$ cat config.mk
export PLATFORM = sky130hd
export DESIGN_NAME = adc_seq_top
export DESIGN_NICKNAME = d
export VERILOG_FILES = /design/src/rtl/adc_seq_pkg.sv /design/src/rtl/adc_seq_delay.sv /design/src/rtl/adc_seq_fifo.sv /design/src/rtl/adc_seq_ctrl.sv /design/src/rtl/adc_seq_top.sv
export SDC_FILE = /design/constraint.sdc
export NUM_CORES = 1
export LEC_CHECK = 0
export ABC_AREA = 1
export BUFFER_PORTS_ARGS = -buffer_cell sky130_fd_sc_hd__buf_4
export CORE_MARGIN = 3
export CORE_UTILIZATION = 40
export CTS_BUF_LIST = sky130_fd_sc_hd__clkbuf_16
export CTS_CLUSTER_DIAMETER = 40
export DETAILED_ROUTE_END_ITERATION = 6
export SLEW_MARGIN = 10
export SYNTH_ARGS = -nofsm -noshare
export SYNTH_HDL_FRONTEND = slang
export SYNTH_HIERARCHICAL = 1
export SYNTH_SLANG_ARGS = --single-unit
$ cat constraint.sdc
create_clock -name clk -period 6.6 [get_ports clk]
set_input_delay 0.33 -clock clk [delete_from_list [all_inputs] [get_ports clk]]
set_output_delay 0.33 -clock clk [all_outputs]
set_load 0.02 [all_outputs]
$ cat src/rtl/adc_seq_pkg.sv
`timescale 1ns/1ps
// Shared types and register addresses for the ADC sampling sequencer.
package adc_seq_pkg;
    typedef enum logic [1:0] {SQ_IDLE, SQ_WAIT, SQ_REQ, SQ_CONV} sq_state_t;
    localparam logic [1:0] A_CTRL = 2'd0;
    localparam logic [1:0] A_LIST = 2'd1;
    localparam logic [1:0] A_DLY  = 2'd2;
    localparam logic [1:0] A_FIFO = 2'd3;
endpackage

$ cat src/rtl/adc_seq_delay.sv
`timescale 1ns/1ps
// Delay timer: after load, expire_o rises once (cnt_i+1)*2^(UNIT_SHIFT*sel_i)
// cycles have passed. Assumes settings are stable while a delay runs.
module adc_seq_delay #(
    parameter int CNT_W      = 8,
    parameter int SEL_W      = 2,
    parameter int UNIT_SHIFT = 2
) (
    input  logic             clk,
    input  logic             rst_n,
    input  logic             load_i,
    input  logic [CNT_W-1:0] cnt_i,
    input  logic [SEL_W-1:0] sel_i,
    output logic             expire_o
);
    localparam int PRE_W = UNIT_SHIFT * ((1 << SEL_W) - 1) + 1;

    logic [PRE_W-1:0] pre_q;
    logic [CNT_W-1:0] cnt_q;
    logic [PRE_W-1:0] reload;

    assign reload   = PRE_W'((1 << (UNIT_SHIFT * int'(sel_i))) - 1);
    assign expire_o = (pre_q == '0) && (cnt_q == '0);

    // Prescaler counts one unit, main counter counts units.
    always_ff @(posedge clk) begin
        if (!rst_n) begin
            pre_q <= '0;
            cnt_q <= '0;
        end else if (load_i) begin
            pre_q <= reload;
            cnt_q <= cnt_i;
        end else if (pre_q != '0) begin
            pre_q <= pre_q - 1'b1;
        end else if (cnt_q != '0) begin
            cnt_q <= cnt_q - 1'b1;
            pre_q <= reload;
        end
    end


    delay_min_chk: assert property (@(posedge clk) disable iff (!rst_n)
        load_i && ((cnt_i != '0) || (sel_i != '0)) |=> !expire_o);
endmodule

$ cat src/rtl/adc_seq_fifo.sv
`timescale 1ns/1ps
// Result FIFO: drops a push when full unless a pop frees space in the same
// cycle; a pop on empty is ignored and rdata_o reads zero.
module adc_seq_fifo #(
    parameter int DEPTH = 32,
    parameter int W     = 15
) (
    input  logic                       clk,
    input  logic                       rst_n,
    input  logic                       push_i,
    input  logic [W-1:0]               wdata_i,
    input  logic                       pop_i,
    output logic [W-1:0]               rdata_o,
    output logic [$clog2(DEPTH):0]     count_o,
    output logic                       full_o,
    output logic                       empty_o
);
    localparam int AW = $clog2(DEPTH);

    logic [W-1:0]  mem [DEPTH];
    logic [AW-1:0] wr_q, rd_q;
    logic [AW:0]   cnt_q;
    logic          push_ok, pop_ok;

    assign full_o  = (cnt_q == (AW+1)'(DEPTH));
    assign empty_o = (cnt_q == '0);
    assign pop_ok  = pop_i && !empty_o;
    assign push_ok = push_i && (!full_o || pop_ok);
    assign rdata_o = empty_o ? '0 : mem[rd_q];
    assign count_o = cnt_q;

    // Storage write, no reset needed on data.
    always_ff @(posedge clk) begin
        if (push_ok) mem[wr_q] <= wdata_i;
    end

    // Pointer and fill-count update.
    always_ff @(posedge clk) begin
        if (!rst_n) begin
            wr_q  <= '0;
            rd_q  <= '0;
            cnt_q <= '0;
        end else begin
            if (push_ok) wr_q <= (wr_q == AW'(DEPTH-1)) ? '0 : wr_q + 1'b1;
            if (pop_ok)  rd_q <= (rd_q == AW'(DEPTH-1)) ? '0 : rd_q + 1'b1;
            if (push_ok && !pop_ok)      cnt_q <= cnt_q + 1'b1;
            else if (pop_ok && !push_ok) cnt_q <= cnt_q - 1'b1;
        end
    end


    full_drop_chk: assert property (@(posedge clk) disable iff (!rst_n)
        full_o && push_i && !pop_i |=> full_o && $stable(cnt_q));

    empty_pop_chk: assert property (@(posedge clk) disable iff (!rst_n)
        empty_o && pop_i && !push_i |=> empty_o);

    both_ops_chk: assert property (@(posedge clk) disable iff (!rst_n)
        push_i && pop_i && !empty_o |=> $stable(cnt_q));
endmodule

$ cat src/rtl/adc_seq_ctrl.sv
`timescale 1ns/1ps
// Slot sequencer: waits the delay, requests a conversion, pushes the tagged
// result, then steps, wraps or idles. Assumes start_i is already qualified.
module adc_seq_ctrl
    import adc_seq_pkg::*;
#(
    parameter int IDX_W    = 3,
    parameter int CH_W     = 3,
    parameter int DATA_W   = 12,
    parameter int RES_BITS = 10
) (
    input  logic                          clk,
    input  logic                          rst_n,
    input  logic                          start_i,
    input  logic                          stop_i,
    input  logic                          cont_i,
    input  logic [(1<<IDX_W)*CH_W-1:0]    list_i,
    input  logic [IDX_W-1:0]              max_i,
    input  logic                          expire_i,
    input  logic                          conv_done_i,
    input  logic [DATA_W-1:0]             conv_data_i,
    output logic                          load_o,
    output logic                          conv_start_o,
    output logic [CH_W-1:0]               conv_chan_o,
    output logic                          push_o,
    output logic [CH_W+DATA_W-1:0]        push_word_o,
    output logic                          busy_o
);
    localparam int SLOTS = 1 << IDX_W;
    localparam logic [DATA_W-1:0] MASK = DATA_W'((1 << RES_BITS) - 1);

    sq_state_t       st_q, st_d;
    logic [IDX_W-1:0] slot_q, slot_d;
    logic             stop_q, stop_d;
    logic [CH_W-1:0]  slot_ch [SLOTS];
    logic             last;

    // Split the packed list into per-slot channel numbers.
    for (genvar g = 0; g < SLOTS; g++) begin : g_slot
        assign slot_ch[g] = list_i[g*CH_W +: CH_W];
    end

    assign last         = (slot_q == max_i);
    assign conv_chan_o  = slot_ch[slot_q];
    assign conv_start_o = (st_q == SQ_REQ);
    assign busy_o       = (st_q != SQ_IDLE);
    assign push_o       = (st_q == SQ_CONV) && conv_done_i;
    assign push_word_o  = {conv_chan_o, conv_data_i & MASK};

    // Next-state, slot step and pending-stop logic.
    always_comb begin
        st_d   = st_q;
        slot_d = slot_q;
        stop_d = stop_q | (stop_i && (st_q != SQ_IDLE));
        load_o = 1'b0;
        case (st_q)
            SQ_IDLE: begin
                stop_d = 1'b0;
                if (start_i) begin
                    st_d   = SQ_WAIT;
                    slot_d = '0;
                    load_o = 1'b1;
                end
            end
            SQ_WAIT: begin
                if (stop_d) begin
                    st_d   = SQ_IDLE;
                    stop_d = 1'b0;
                end else if (expire_i) begin
                    st_d = SQ_REQ;
                end
            end
            SQ_REQ: st_d = SQ_CONV;
            SQ_CONV: begin
                if (conv_done_i) begin
                    if (stop_d || (last && !cont_i)) begin
                        st_d   = SQ_IDLE;
                        stop_d = 1'b0;
                    end else begin
                        st_d   = SQ_WAIT;
                        slot_d = last ? '0 : slot_q + 1'b1;
                        load_o = 1'b1;
                    end
                end
            end
            default: st_d = SQ_IDLE;
        endcase
    end

    // State registers.
    always_ff @(posedge clk) begin
        if (!rst_n) begin
            st_q   <= SQ_IDLE;
            slot_q <= '0;
            stop_q <= 1'b0;
        end else begin
            st_q   <= st_d;
            slot_q <= slot_d;
            stop_q <= stop_d;
        end
    end


    start_pulse_chk: assert property (@(posedge clk) disable iff (!rst_n)
        conv_start_o |=> !conv_start_o);

    idle_hold_chk: assert property (@(posedge clk) disable iff (!rst_n)
        !busy_o && !start_i |=> !busy_o);

    run_hold_chk: assert property (@(posedge clk) disable iff (!rst_n)
        busy_o && !conv_done_i && !stop_i && !stop_q |=> busy_o);

    restart_ign_chk: assert property (@(posedge clk) disable iff (!rst_n)
        busy_o && start_i && !conv_done_i |=> $stable(slot_q));
endmodule

$ cat src/rtl/adc_seq_top.sv
`timescale 1ns/1ps
// Top of the ADC sampling sequencer: register file, start/stop decode,
// status word and FIFO read port. Assumes one register access per cycle.
module adc_seq_top
    import adc_seq_pkg::*;
#(
    parameter int RES_BITS = 10,
    parameter int DEPTH    = 32
) (
    input  logic        clk,
    input  logic        rst_n,
    input  logic        reg_wr,
    input  logic        reg_rd,
    input  logic [1:0]  reg_addr,
    input  logic [31:0] reg_wdata,
    output logic [31:0] reg_rdata,
    output logic        conv_start,
    output logic [2:0]  conv_chan,
    input  logic        conv_done,
    input  logic [11:0] conv_data,
    input  logic        avg_busy,
    input  logic        delta_busy
);
    localparam int IDX_W  = 3;
    localparam int CH_W   = 3;
    localparam int DATA_W = 12;
    localparam int LIST_W = (1 << IDX_W) * CH_W;
    localparam int WORD_W = CH_W + DATA_W;
    localparam int CNT_W  = $clog2(DEPTH) + 1;

    logic              en_q, cont_q;
    logic [LIST_W-1:0] list_q;
    logic [IDX_W-1:0]  max_q;
    logic [7:0]        dcnt_q;
    logic [1:0]        dsel_q;
    logic              wr_ctrl, start, stop, pop, load, expire, push, busy;
    logic              full, empty;
    logic [WORD_W-1:0] push_word, head;
    logic [CNT_W-1:0]  count;
    logic [4:0]        count5;

    assign wr_ctrl = reg_wr && (reg_addr == A_CTRL);
    assign start   = wr_ctrl && reg_wdata[2] && reg_wdata[0];
    assign stop    = wr_ctrl && reg_wdata[14];
    assign pop     = reg_rd && (reg_addr == A_FIFO);
    assign count5  = count[4:0];

    // Software-visible configuration registers.
    always_ff @(posedge clk) begin
        if (!rst_n) begin
            en_q   <= 1'b0;
            cont_q <= 1'b0;
            list_q <= '0;
            max_q  <= '0;
            dcnt_q <= '0;
            dsel_q <= '0;
        end else if (reg_wr) begin
            case (reg_addr)
                A_CTRL: begin
                    en_q   <= reg_wdata[0];
                    cont_q <= reg_wdata[1];
                end
                A_LIST: begin
                    list_q <= reg_wdata[LIST_W-1:0];
                    max_q  <= reg_wdata[26:24];
                end
                A_DLY: begin
                    dcnt_q <= reg_wdata[7:0];
                    dsel_q <= reg_wdata[9:8];
                end
                default: ;
            endcase
        end
    end

    // Read-data selection by address.
    always_comb begin
        reg_rdata = '0;
        case (reg_addr)
            A_CTRL: begin
                reg_rdata[30]    = delta_busy;
                reg_rdata[29]    = avg_busy;
                reg_rdata[28]    = busy;
                reg_rdata[27]    = full;
                reg_rdata[26]    = empty;
                reg_rdata[25:21] = count5;
                reg_rdata[1]     = cont_q;
                reg_rdata[0]     = en_q;
            end
            A_LIST: reg_rdata = {5'd0, max_q, list_q};
            A_DLY:  reg_rdata = {22'd0, dsel_q, dcnt_q};
            default: reg_rdata = {17'd0, head};
        endcase
    end

    adc_seq_delay #(.CNT_W(8), .SEL_W(2), .UNIT_SHIFT(2)) u_dly (
        .clk(clk), .rst_n(rst_n), .load_i(load), .cnt_i(dcnt_q),
        .sel_i(dsel_q), .expire_o(expire)
    );

    adc_seq_ctrl #(.IDX_W(IDX_W), .CH_W(CH_W), .DATA_W(DATA_W),
                   .RES_BITS(RES_BITS)) u_ctrl (
        .clk(clk), .rst_n(rst_n), .start_i(start), .stop_i(stop),
        .cont_i(cont_q), .list_i(list_q), .max_i(max_q), .expire_i(expire),
        .conv_done_i(conv_done), .conv_data_i(conv_data), .load_o(load),
        .conv_start_o(conv_start), .conv_chan_o(conv_chan), .push_o(push),
        .push_word_o(push_word), .busy_o(busy)
    );

    adc_seq_fifo #(.DEPTH(DEPTH), .W(WORD_W)) u_fifo (
        .clk(clk), .rst_n(rst_n), .push_i(push), .wdata_i(push_word),
        .pop_i(pop), .rdata_o(head), .count_o(count), .full_o(full),
        .empty_o(empty)
    );


    empty_read_chk: assert property (@(posedge clk) disable iff (!rst_n)
        pop && empty |-> reg_rdata == 32'd0);

    full_flag_chk: assert property (@(posedge clk) disable iff (!rst_n)
        !(full && empty));
endmodule

==> impl_metrics.py <==
metrics = {
    "die": {
        "die_y_um": 255,
        "dieArea_um2": 64900,
        "num_rows": 90,
        "core_area_um2": 60800,
        "ios": 89,
        "die_w_um": 255,
        "initial_core_util_pct": 40.7,
    },
    "place": {
        "gp_congestion": 0.823,
        "place_inst": 3225,
        "port_buffers": 80,
        "dp_hpwl_um": 36000,
        "placed_area_um2": 25800,
    },
    "global_route": {
        "grt_max_degree": 105,
        "grt_use_total_pct": 19.8,
        "overflow": 0,
        "first_global_vias": 16800,
        "grt_pass1_wl_um": 97400,
        "antenna_found_initial": 0,
    },
    "timing": {
        "period_share_pct": 68.7,
        "fin_tns_setup_ns": 0,
        "drv_slew": 0,
        "finalCriticalPeriod_ns": 4.54,
        "rsz0062_at_grt": "false",
        "slew_headroom_pct": 27.5,
        "max_freq_ghz": 0.220,
        "clock_skew_ns": 0.0271,
        "timing.hold.ws_ns": 0.0415,
        "setup_viol": 0,
        "hold_viol_final": 0,
        "tightestPinTransition_ns": 1.08,
    },
    "drt": {
        "top_layer": "met4",
        "wl_met3_um": 3580,
        "wl_met1_um": 27600,
        "met2_wirelength_um": 30500,
        "first_pass_iters": 5,
        "wl_per_cell_um": 18.9,
        "viasPerCell": 5.17,
        "vias": 17600,
        "route.detailed.drc": 0,
        "routed_wl_um": 64400,
        "antenna_left": 0,
        "drt_iter0_drc": 1456,
    },
    "yosys": {
        "synth_area_leaders": "edfxtp_1, nand2_1, nand3_1",
        "synth_warnings": 6,
        "ys.flop_type": "edfxtp_1",
        "synth_area_leader_cell": "edfxtp_1",
        "yosys.area.top_type_share_pct": 58.2,
        "synthAdderAreaFrac_pct": 1.24,
        "netlist_area_um2": 24800,
        "synth_top_family_by_area": "simple AND/OR/NAND/NOR gates",
        "ys_types": 43,
        "synth.area.mux_share_pct": 0.0404,
        "syn_inst": 2459,
        "yosys.area_share.simple_pct": 25.1,
        "synth_xor_area_share_pct": 0.424,
        "synth_area_per_cell_um2": 10.1,
        "ys_ff_latch": 561,
        "synth_edf_count": 480,
        "async_reset_ff_share_pct": 0,
        "synth-compound-area-share_pct": 2.83,
        "ys_seq_area_share_pct": 64.8,
    },
    "clocking": {
        "clk_root_buffer_cell": "clkbuf_16",
        "clock_sinks": 561,
        "cts-htree-levels": 3,
        "post_cts_resized": 0,
        "cts-buffers-inserted": 79,
        "clock_latency_ns": 0.62,
        "cts_setup_buffers": 0,
        "clk_pin_slew_ns": 0.06,
        "clk_path_buf_depth": 3,
        "cts_tree": "yes",
    },
    "cells_and_area": {
        "drive_gt1_share_pct": 11.5,
        "n_fill_cell": 5469,
        "final_common_cell": "nand2_1",
        "final_area_um2": 28900,
        "nNetsFinal": 2628,
        "areaGrowthSynthToFinish_pct": 16.7,
        "layout_common_cells": "nand2_1, edfxtp_1, nand3_1",
        "fin_cells": 3400,
    },
    "power": {
        "finalPower_mw": 9.16,
        "power.leakage_nw": 11.1,
        "powerDensity_nw_per_um2": 317,
        "peakVddDrop_v": 0.000182,
    },
    "flow_run": {
        "max_cap_viol_count": 0,
    },
    "setup_path": {
        "rr_worst_depth": 8,
        "r2r_end": "u_fifo/mem[2][13]",
        "r2r_start": "u_ctrl/st_q[0]",
        "cp-endpoint": "reg_rdata[7]",
        "cp-start-kind": "flop",
        "cp.arrival_ns": 4.21,
        "worstPathMaxFanout": 59,
        "setup.worst_path.end_class": "output pin",
        "r2r_slack_ns": 3.14,
        "path_class": "reg -> out",
        "crit_required_ns": 6.27,
    },
    "outcome": {
        "status": "finished, final reports clean",
    },
    "worst_hold_path": {
        "hold_path_class": "in -> reg",
        "min_delay_path_depth": 3,
    },
}
-- cells in the mapped netlist, types with 5 or more instances --
cell,count
nand2_1,794
edfxtp_1,480
nand3_1,385
nor2_1,244
inv_1,109
dfxtp_1,81
o21ai_0,57
buf_2,54
a21oi_1,41
buf_4,37
buf_6,26
ha_1,23
clkbuf_1,18
o21ai_1,11
nand4_1,10
o211ai_1,9
buf_1,8
nor3_1,7
inv_2,6
xnor2_1,6
xor2_1,6
nand2_4,5
-- sequential cells by signal (all words and copies together), names as in the netlist, 2 cells and up, named ones only --
register        count
u_fifo/rd_q         5
dcnt_q              8
u_ctrl/slot_q       3
u_fifo/mem        480
max_q               3
u_fifo/wr_q         5
dsel_q              2
u_dly/cnt_q         8
u_dly/pre_q         7
u_fifo/count_o      6
list_q             24
-- layout make-up --
type                            instances  area, um2  area share [%]
Antenna cell                            1       2.50         0.00866
Clock buffer                           80       2000            6.93
Tap cell                              782        978            3.39
Clock inverter                         67        798            2.76
Inverter                              119        457            1.58
Timing Repair Buffer                  153       1230            4.25
Multi-Input combinational cell       1637       7390            25.6
Sequential cell                       561      16000            55.5
-- metal layers --
layer,track usage [%],up-vias
li1,-,8478
met1,26.5,8432
met2,31.9,524
met3,2.92,144
met4,9.55,0
met5,0,-
-- kinds of logic (layout without fill, tap and decap cells) --
group           after synthesis  in the layout
xor+xnor                     12             12
buf+inv                     262            419
compound gates              129            129
mux                           1              1
other cells                   2              4
simple gates               1468           1468
fa+ha+maj                    24             24
flops                       561            561
-- worst min path at each step --
stage	to	startpoint
floorplan	en_q	en_q
global placement	en_q	en_q
detailed placement	en_q	en_q
CTS	cont_q	reg_wr
global route	cont_q	reg_wr
finish	cont_q	reg_wr
-- repair_timing --
action                                 in CTS  in global routing
endpoints found under the hold margin      38                  0
hold buffers                               27                  0
setup endpoints to repair                   0                  0
-- critical path: stages, from the launching register on --
cell,delay (ns)
dfxtp_4,0.82
buf_4,0.60
buf_4,0.62
nand2_1,0.12
nand3_1,0.12
nand3_1,0.08
nand2_1,0.10
nand2_1,0.05
nand2_1,0.10
nor2_1,0.06
nor2_1,0.32
nand2_1,0.13
o211ai_1,0.16
buf_4,0.21
-- through the flow --
stage	utilization [%]	worst slack, ns
5_1_grt	47.5	1.79
2_1_floorplan	-	4.06
3_3_place_gp	42.5	2.73
6_report	47.5	2.06
4_1_cts	47.5	2.03
3_5_place_dp	42.5	2.70
-- report_power, final --
part           switching [mW]  internal [mW]  total [mW]  leakage, nW
clock                    1.66           2.77        4.43         1.38
sequential             0.0489           3.96        4.01         4.99
combinational           0.482          0.238       0.720         4.76
total                    2.19           6.97        9.16         11.1
Power figures use the tool's default switching activity.
